**src/rtl/rxb_pkg.sv**
```systemverilog
package rxb_pkg;

   // Storage implementation choice for the byte slots.
   typedef enum logic [0:0] {
      RXB_ENTRY_FLOPS = 1'b0,   // one generated register per slot
      RXB_ARRAY_FLOPS = 1'b1    // one indexed array written in a single process
   } rxb_store_e;

endpackage

```
**src/rtl/rxb_store.sv**
```systemverilog
module rxb_store
   import rxb_pkg::*;
#(
   parameter int         DEPTH  = 6,
   parameter int         DATA_W = 8,
   parameter int         PW     = 3,
   parameter rxb_store_e KIND   = RXB_ENTRY_FLOPS
) (
   input  logic              clk,
   input  logic              wr_en_i,
   input  logic [PW-1:0]     wr_idx_i,
   input  logic [DATA_W-1:0] wr_data_i,
   input  logic [PW-1:0]     rd_idx_i,
   output logic [DATA_W-1:0] rd_data_o
);

   localparam int FLAT_W = DEPTH * DATA_W;

   logic [FLAT_W-1:0] slots_flat;

   if (KIND == RXB_ENTRY_FLOPS) begin : g_entry
      for (genvar g = 0; g < DEPTH; g++) begin : g_slot
         logic [DATA_W-1:0] slot_q;
         always_ff @(posedge clk) begin
            if (wr_en_i && (wr_idx_i == PW'(g))) begin
               slot_q <= wr_data_i;
            end
         end
         assign slots_flat[g*DATA_W +: DATA_W] = slot_q;
      end
   end else begin : g_array
      logic [DATA_W-1:0] mem_q [DEPTH];
      always_ff @(posedge clk) begin
         if (wr_en_i) begin
            mem_q[wr_idx_i] <= wr_data_i;
         end
      end
      for (genvar g = 0; g < DEPTH; g++) begin : g_flat
         assign slots_flat[g*DATA_W +: DATA_W] = mem_q[g];
      end
   end

   always_comb begin
      rd_data_o = '0;
      for (int i = 0; i < DEPTH; i++) begin
         if (rd_idx_i == PW'(i)) begin
            rd_data_o = slots_flat[i*DATA_W +: DATA_W];
         end
      end
   end

endmodule

```
**src/rtl/rxb_track.sv**
```systemverilog
module rxb_track #(
   parameter int DEPTH = 6,
   parameter int PW    = 3,
   parameter int CW    = 3
) (
   input  logic          clk,
   input  logic          rst_n,
   input  logic          run_i,
   input  logic          push_i,
   input  logic          rd_i,
   output logic [PW-1:0] head_o,
   output logic [PW-1:0] wr_idx_o,
   output logic          wr_en_o,
   output logic [CW-1:0] free_o,
   output logic          ready_req_o
);

   localparam int SW = CW + 1;

   logic [PW-1:0] head_q, head_nx;
   logic [CW-1:0] count_q, count_nx;
   logic          push_ok, pop_ok;
   logic [SW-1:0] wr_sum;

   assign push_ok = push_i & run_i & (count_q != CW'(DEPTH));
   assign pop_ok  = rd_i & run_i & (count_q != '0);

   // Write slot: (head + count) modulo DEPTH; the sum never exceeds 2*DEPTH-1.
   assign wr_sum   = SW'(head_q) + SW'(count_q);
   assign wr_idx_o = (wr_sum >= SW'(DEPTH)) ? PW'(wr_sum - SW'(DEPTH)) : PW'(wr_sum);
   assign wr_en_o  = push_ok;

   always_comb begin
      head_nx = head_q;
      if (pop_ok) begin
         head_nx = (head_q == PW'(DEPTH - 1)) ? '0 : head_q + PW'(1);
      end
   end

   always_comb begin
      unique case ({push_ok, pop_ok})
         2'b10:   count_nx = count_q + CW'(1);
         2'b01:   count_nx = count_q - CW'(1);
         default: count_nx = count_q;
      endcase
   end

   always_ff @(posedge clk or negedge rst_n) begin
      if (!rst_n) begin
         head_q  <= '0;
         count_q <= '0;
      end else begin
         head_q  <= head_nx;
         count_q <= count_nx;
      end
   end

   assign head_o      = head_q;
   assign free_o      = run_i ? (CW'(DEPTH) - count_q) : '0;
   assign ready_req_o = push_ok | (pop_ok & (count_nx != '0));

   // the count never passes the depth
   a_r3_no_overflow: assert property (@(posedge clk) disable iff (!rst_n)
      count_q <= CW'(DEPTH));

   // a push into a full buffer without a pop leaves it full
   a_r3_full_discard: assert property (@(posedge clk) disable iff (!rst_n)
      (push_i && run_i && count_q == CW'(DEPTH) && !rd_i) |=> (count_q == CW'(DEPTH)));

   // no free space is reported while stopped
   a_r2_stopped_free: assert property (@(posedge clk) disable iff (!rst_n)
      !run_i |-> (free_o == '0));

   // nothing moves while reception is stopped
   a_r6_stopped_frozen: assert property (@(posedge clk) disable iff (!rst_n)
      !run_i |=> ($stable(head_q) && $stable(count_q)));

   // a lone pop lowers the count by one
   a_r6_pop_dec: assert property (@(posedge clk) disable iff (!rst_n)
      (rd_i && run_i && count_q != '0 && !push_i) |=> (count_q == $past(count_q) - CW'(1)));

   // simultaneous push and pop keep the count
   a_r8_both_keep: assert property (@(posedge clk) disable iff (!rst_n)
      (push_ok && pop_ok) |=> $stable(count_q));

endmodule

```
**src/rtl/rxb_event.sv**
```systemverilog
module rxb_event (
   input  logic clk,
   input  logic rst_n,
   input  logic req_i,
   output logic pulse_o
);

   logic pulse_q;

   always_ff @(posedge clk or negedge rst_n) begin
      if (!rst_n) begin
         pulse_q <= 1'b0;
      end else begin
         pulse_q <= req_i;
      end
   end

   assign pulse_o = pulse_q;

   // a request is presented as a pulse in the following cycle
   a_r4_pulse_follows: assert property (@(posedge clk) disable iff (!rst_n)
      req_i |=> pulse_o);

   // no pulse appears without a request the cycle before
   a_r7_no_spurious: assert property (@(posedge clk) disable iff (!rst_n)
      !req_i |=> !pulse_o);

endmodule

```
**src/rtl/gated_rx_buffer.sv**
```systemverilog
module gated_rx_buffer
   import rxb_pkg::*;
#(
   parameter int         DEPTH      = 6,
   parameter int         DATA_W     = 8,
   parameter rxb_store_e STORE_KIND = RXB_ENTRY_FLOPS,
   localparam int        PW         = (DEPTH > 1) ? $clog2(DEPTH) : 1,
   localparam int        CW         = $clog2(DEPTH + 1)
) (
   input  logic              clk,
   input  logic              rst_n,
   input  logic              rx_run_i,
   input  logic              push_i,
   input  logic [DATA_W-1:0] push_byte_i,
   output logic [CW-1:0]     free_slots_o,
   input  logic              rd_strobe_i,
   output logic [DATA_W-1:0] rd_byte_o,
   output logic              ready_set_o
);

   if (DEPTH < 2) begin : g_bad_depth
      $error("gated_rx_buffer: DEPTH must be at least 2");
   end
   if (DATA_W < 1) begin : g_bad_width
      $error("gated_rx_buffer: DATA_W must be at least 1");
   end

   logic [PW-1:0] head;
   logic [PW-1:0] wr_idx;
   logic          wr_en;
   logic          ready_req;

   rxb_track #(
      .DEPTH (DEPTH),
      .PW    (PW),
      .CW    (CW)
   ) track_i (
      .clk         (clk),
      .rst_n       (rst_n),
      .run_i       (rx_run_i),
      .push_i      (push_i),
      .rd_i        (rd_strobe_i),
      .head_o      (head),
      .wr_idx_o    (wr_idx),
      .wr_en_o     (wr_en),
      .free_o      (free_slots_o),
      .ready_req_o (ready_req)
   );

   rxb_store #(
      .DEPTH  (DEPTH),
      .DATA_W (DATA_W),
      .PW     (PW),
      .KIND   (STORE_KIND)
   ) store_i (
      .clk       (clk),
      .wr_en_i   (wr_en),
      .wr_idx_i  (wr_idx),
      .wr_data_i (push_byte_i),
      .rd_idx_i  (head),
      .rd_data_o (rd_byte_o)
   );

   rxb_event event_i (
      .clk     (clk),
      .rst_n   (rst_n),
      .req_i   (ready_req),
      .pulse_o (ready_set_o)
   );

   // reported free space never exceeds the depth
   a_r2_free_bound: assert property (@(posedge clk) disable iff (!rst_n)
      free_slots_o <= CW'(DEPTH));

   // a stopped read keeps the presented byte
   a_r6_stopped_byte: assert property (@(posedge clk) disable iff (!rst_n)
      (!rx_run_i && !$isunknown(rd_byte_o)) |=> $stable(rd_byte_o));

endmodule

```
**config.mk**
```make
export PLATFORM = sky130hd
export DESIGN_NAME = gated_rx_buffer
export DESIGN_NICKNAME = d
export VERILOG_FILES = /design/src/rtl/rxb_pkg.sv /design/src/rtl/rxb_store.sv /design/src/rtl/rxb_track.sv /design/src/rtl/rxb_event.sv /design/src/rtl/gated_rx_buffer.sv
export SDC_FILE = /design/constraint.sdc
export NUM_CORES = 1
export LEC_CHECK = 0
export BUFFER_PORTS_ARGS = -buffer_cell sky130_fd_sc_hd__buf_2
export CORE_ASPECT_RATIO = 1.5
export CORE_MARGIN = 2
export CORE_UTILIZATION = 40
export DETAILED_ROUTE_END_ITERATION = 10
export PLACE_DENSITY_LB_ADDON = 0.25
export SYNTH_ARGS = -nofsm -noshare
export SYNTH_HDL_FRONTEND = slang
export SYNTH_SLANG_ARGS = --single-unit
export TNS_END_PERCENT = 10
```
**constraint.sdc**
```tcl
create_clock -name clk -period 2.9 [get_ports clk]
set_input_delay 0.87 -clock clk [delete_from_list [all_inputs] [get_ports clk]]
set_output_delay 0.87 -clock clk [all_outputs]
set_load 0.02 [all_outputs]
```
# --- Yosys cells after proc, flatten, opt, wreduce, memory -nomap -nowiden ---
# Cells that the tools add are included.
op_classes:
  addsub: 6
  magnitude_cmp: 1
  n_eq_ne: 13
  mux: 10
  n_bitwise: 6
  reduce_logical: 10
ops:
  columns: ["op", "n"]
  rows:
  - ["$mux W8", 6]
  - ["$eq A3 B2 Y1 const B", 4]
  - ["$eq A3 B3 Y1 const B", 4]
  - ["$mux W3", 3]
  - ["$add A3 B1 Y3 const B", 2]
  - ["$eq A3 B1 Y1 const B", 2]
  - ["$logic_and A1 B1 Y1", 6]
  - ["$logic_not A3 Y1", 2]
  - ["$pmux W3 S2", 1]
  - ["$reduce_bool A3 Y1", 2]
  - ["$and A1 B1 Y1", 5]
  - ["$add A3 B3 Y4", 1]
  - ["$ge A4 B3 Y1 const B", 1]
  - ["$ne A3 B3 Y1 const B", 1]
  - ["$sub A3 B1 Y3 const B", 1]
  - ["$sub A3 B3 Y3 const A", 1]
  - ["$sub A3 B3 Y3 const B", 1]
  - ["$eq A2 B1 Y1 const B", 1]
  - ["$eq A2 B2 Y1 const B", 1]
  - ["$or A1 B1 Y1", 1]
totals:
  ff_bits: 55
  input_bits: 13
  output_inout_bits: 12
  elab_cells: 55

# --- Logic depth before layout (Yosys ltp) ---
depth:
  depth_word: 7
  mapped_depth: 12
  ltp_nobuf: 12

# --- Cells and area by module ---
# Synthesis repeated with hierarchy kept, for this count alone.
unflattened:
  cells_unflattened: 163
  area_unflattened_um2: 2513.7
by_module_without_submodules:
  columns: ["module", "n_inst", "cells_per_inst", "area_each_um2", "seq_area_each_um2"]
  rows:
  - ["rxb_store", 1, 108, 1938.1, 1441.4]
  - ["rxb_track", 1, 54, 550.5, 150.1]
  - ["rxb_event", 1, 1, 25.0, 25.0]

# --- Least setup slack after synthesis ---
# Ideal clock, no wire load.
synth_timing:
  path_kind: "register to output"
  startpoint: "register track_i.head_q[0] (netlist: track_i.head_o[0])"
  endpoint: "output rd_byte_o[0]"
  arrival_time_ns: 1.986
  t_required_ns: 2.030
  path_slack_ns: 0.044
  path_stages_with_launch: 9
  path_buffers: 3
  path_cell_list: "dfrtp_1 -> clkbuf_1 -> buf_2 -> and2_1 -> ha_1 -> clkbuf_1 -> nor2_1 -> o21ai_0 -> o211ai_1"
synth_via:
  elab_chain_len: 7
  elab_cells_between_ends: 12
  classes_between: "eq/ne (5); mux (6); reduce/logical (1)"
synth_lines:
  columns: ["element", "line", "text"]
  rows:
  - ["start, declared", "rxb_track.sv:20", "logic [PW-1:0] head_q, head_nx;"]
  - ["start signal, assigned", "rxb_track.sv:53", "head_q <= head_nx;"]
  - ["$logic_not A3 Y1", "rxb_store.sv:46", "if (rd_idx_i == PW'(i)) begin"]
  - ["$mux W8 (5 in a row)", "rxb_store.sv:46", null]
  - ["$mux W8 (*)", "rxb_store.sv:46", null]
  - ["end, declared", "gated_rx_buffer.sv:17", "output logic [DATA_W-1:0] rd_byte_o,"]
# Every way passes the cells marked *; elsewhere a longest branch is shown, timed or not.

# --- Worst setup path after layout ---
layout_timing:
  startpoint: "register track_i.head_q[2] (netlist: track_i.head_o[2])"
  endpoint: "output rd_byte_o[1]"
# Same word-level chain as after synthesis.

==> results by group <==
Outcome
  • Outcome: completed

Timing
  • Setup TNS: 0 ps
  • Worst slew pin tran: ~340 ps
  • Worst Skew: 6.84 ps
  • Final hold violations: 0
  • Peak Freq: around 360 MHz
  • Period utilisation layout: 0.959
  • Unrepaired setup endpoints after global routing: no
  • Max-slew violation count: 0
  • # setup viols final: 0
  • Post-route minimum period: 2780 ps
  • Worst slew margin: 0.771

Logic synthesis
  • Synth Area in Adders: 0.0571
  • Synth Area in XOR/XNOR: 0.0214
  • Synth top cells by count: edfxtp_1, nor2_1, nand2_1
  • Asr flop ratio synth: 0.127
  • Syn Inst Count: between 150 and 200
  • Synth area leader: edfxtp_1
  • Seq/Total Area, Yosys: 0.659
  • Synth top area cells: edfxtp_1, dfrtp_1, ha_1
  • Post-synthesis mux area share: 0.0163
  • Complex-gate fraction of the synthesized area: 0.0959
  • Largest family of logic cells by synthesized area: simple AND/OR/NAND/NOR gates
  • Post-synth EDFFs: 48
  • Top_reg_cell synth: edfxtp_1
  • FF+latch count, synth: 55
  • Mapped cell area: about 2500 µm²
  • Mapped Nets: 210
  • Area share of the largest cell type after synthesis: 0.587
  • Synth Area in Simple Gates: 0.121
  • Syn_area_per_cell: 13.1 µm²
  • Most frequent cell after synthesis: edfxtp_1
  • Synth Warn #: 0
  • Post-synthesis cell type count: 31

Clock tree
  • Clock slew at reported path FFs: about 90 ps
  • CTS H-tree lvls: 2
  • TritonCTS buffer count: 5
  • Worst skew pair latency: around 300 ps
  • Num Clock Sinks: 55
  • TritonCTS clock tree: done
  • CTS Root Cell: clkbuf_8
  • Worst-case clock buffer depth: 2
  • Post-cts hold buffer count: 0
  • Cells resized by post-CTS repair: 0
  • Post-CTS Setup Repair Bufs: 0

Routing
  • DRT Pass-1 Iters: 4
  • Initial drt markers: 43
  • Final wirelength: roughly 5000 µm
  • Vias per cell: between 5 and 6
  • Drt drc: 0
  • Vias: between 1.5k and 2k
  • Post-route ant nets: 0
  • DR WL/cell: about 17 µm

Flow run
  • Max-cap violations: 0

Placement
  • Buffers on Ports: 24
  • Inst Count DP: 290
  • DPL Wire Length: around 3400 µm
  • GP Congestion: between 0.7 and 0.8

Global routing
  • Vias in the first global route: around 1.6k
  • Grt met2 use: 0.284
  • Met3 Usage GRT: 0.0179
  • Total global routing overflow: 0
  • Met1 Usage GRT: 0.202
  • Total GRT Usage: 0.166
  • Initial antenna violation count: 0
  • Grt peak-use layer: met2
  • Largest net degree at the start of global routing: 22
  • First-pass GRT wire length: ~8100 µm

Critical path
  • Critical path arrival: 1910 ps
  • CP Data Required Time: between 2000 and 2500 ps
  • CP Launch Type: flip-flop
  • Worst R2R Setup Slack: between 200 and 300 ps
  • CP Max Fanout: 7
  • Crit Path Class: reg -> out
  • Worst setup EP type: output pin

Die
  • I/O pin count: 25
  • Die Ht: 99.9 µm
  • Initial Util: 0.406
  • Die X: ~68 µm
  • Row Count: 35
  • Core ar.: around 6000 µm²
  • Die area: slightly below 7000 µm²

Pwr
  • Leakage: about 1.1 nW
  • Peak VDD IR: around 0.52 mV
  • Power Total: roughly 3.2 mW
  • Pwr Density: between 1000 and 1500 nW/µm²

Finish
  • Layout cells sized above 1: 0.210
  • Ant. Diodes: 0
  • Filler Cells Inserted: about 560
  • Final Instance Count excl. Fillers: 298
  • Core Util, Final: 0.469
  • Layout area overhead: 15.5%
  • Nets: roughly 250

Min path
  • Hold/Removal Path Class: in -> async
-- logic make-up (layout without fill, tap and decap cells) --
family,Yosys count,after routing
adder cells (fa/ha/maj),10,10
AO/OA/AOI/OAI,39,39
buffers and inverters,14,51
flip-flops,55,55
AND/OR/NAND/NOR,59,59
XOR/XNOR,6,6
multiplexers,4,4
-- routing by layer --
layer	part of all wire	wire length, µm	vias up
met1	0.41	2050	729
met2	0.53	2680	40
met4	0.029	147	0
li1	-	-	759
met5	0	0	-
met3	0.029	148	11
-- critical path, cell delays in order, from the launching register on --
cell	delay [ps]
dfrtp_2	430
inv_1	90
ha_1	210
nor2_1	170
buf_4	210
o21ai_0	100
o211ai_1	210
buf_2	200
-- through the flow --
step | instance area (µm²) | hold WS (ps) | worst slack, ps
after floorplan | 2450 | 529 | 44.1
after global placement | 2720 | 640 | 265
after detailed placement | 2720 | 642 | 138
after CTS | 2830 | 384 | 81.2
after global routing | 2830 | 380 | 19.6
final | 2830 | 391 | 118
-- placed cells by master, fill, tap and decap left out, types with 5 or more instances in the layout --
cell,instances
ha_1,8
a31oi_1,7
a21oi_1,9
o21ai_0,11
o211ai_1,8
buf_4,14
buf_2,23
nor2_1,20
and2_1,5
inv_1,6
clkbuf_8,5
dfrtp_1,6
nor3b_1,7
nand2_1,12
edfxtp_1,48
-- flip-flops by register name, indices dropped and copies added, names as in the netlist --
signal and cells:
store_i.g_entry.g_slot.slot_q 48, track_i.count_q 3, track_i.head_o 3, event_i.pulse_o 1
-- worst paths after layout --
| path | startpoint | endpoint | cells past startpoint |
|---|---|---|---|
| max | track_i.head_o[2]$_DFFE_PN0P_ | rd_byte_o[1] | 7 |
| min | rst_n | event_i.pulse_o$_DFF_PN0_ | 1 |
| max reg2reg | track_i.count_q[1]$_DFF_PN0_ | event_i.pulse_o$_DFF_PN0_ | 12 |
| min reg2reg | track_i.count_q[0]$_DFF_PN0_ | track_i.count_q[0]$_DFF_PN0_ | 1 |
| max in group asynchronous | rst_n | track_i.head_o[2]$_DFFE_PN0P_ | 1 |
| min in group clk | track_i.count_q[0]$_DFF_PN0_ | track_i.count_q[0]$_DFF_PN0_ | 1 |
-- report_power, final --
part / switching [mW] / total (mW) / internal (mW)
Sequential: 0.0856 / 1.15 / 1.07
Clock: 0.234 / 0.492 / 0.258
Combinational: 0.944 / 1.53 / 0.584
-- final cells by class --
type / instances / area [µm²] / area share
flip-flops and latches: 55 / 1620 / 0.571
inverters: 6 / 22.5 / 0.00795
repair buffers: 37 / 220 / 0.0777
multi-input cells: 118 / 768 / 0.271
well taps: 74 / 92.6 / 0.0327
clock buffers: 5 / 68.8 / 0.0243
clock inverters: 3 / 42.5 / 0.0150
(Power assumes the default switching activity.)
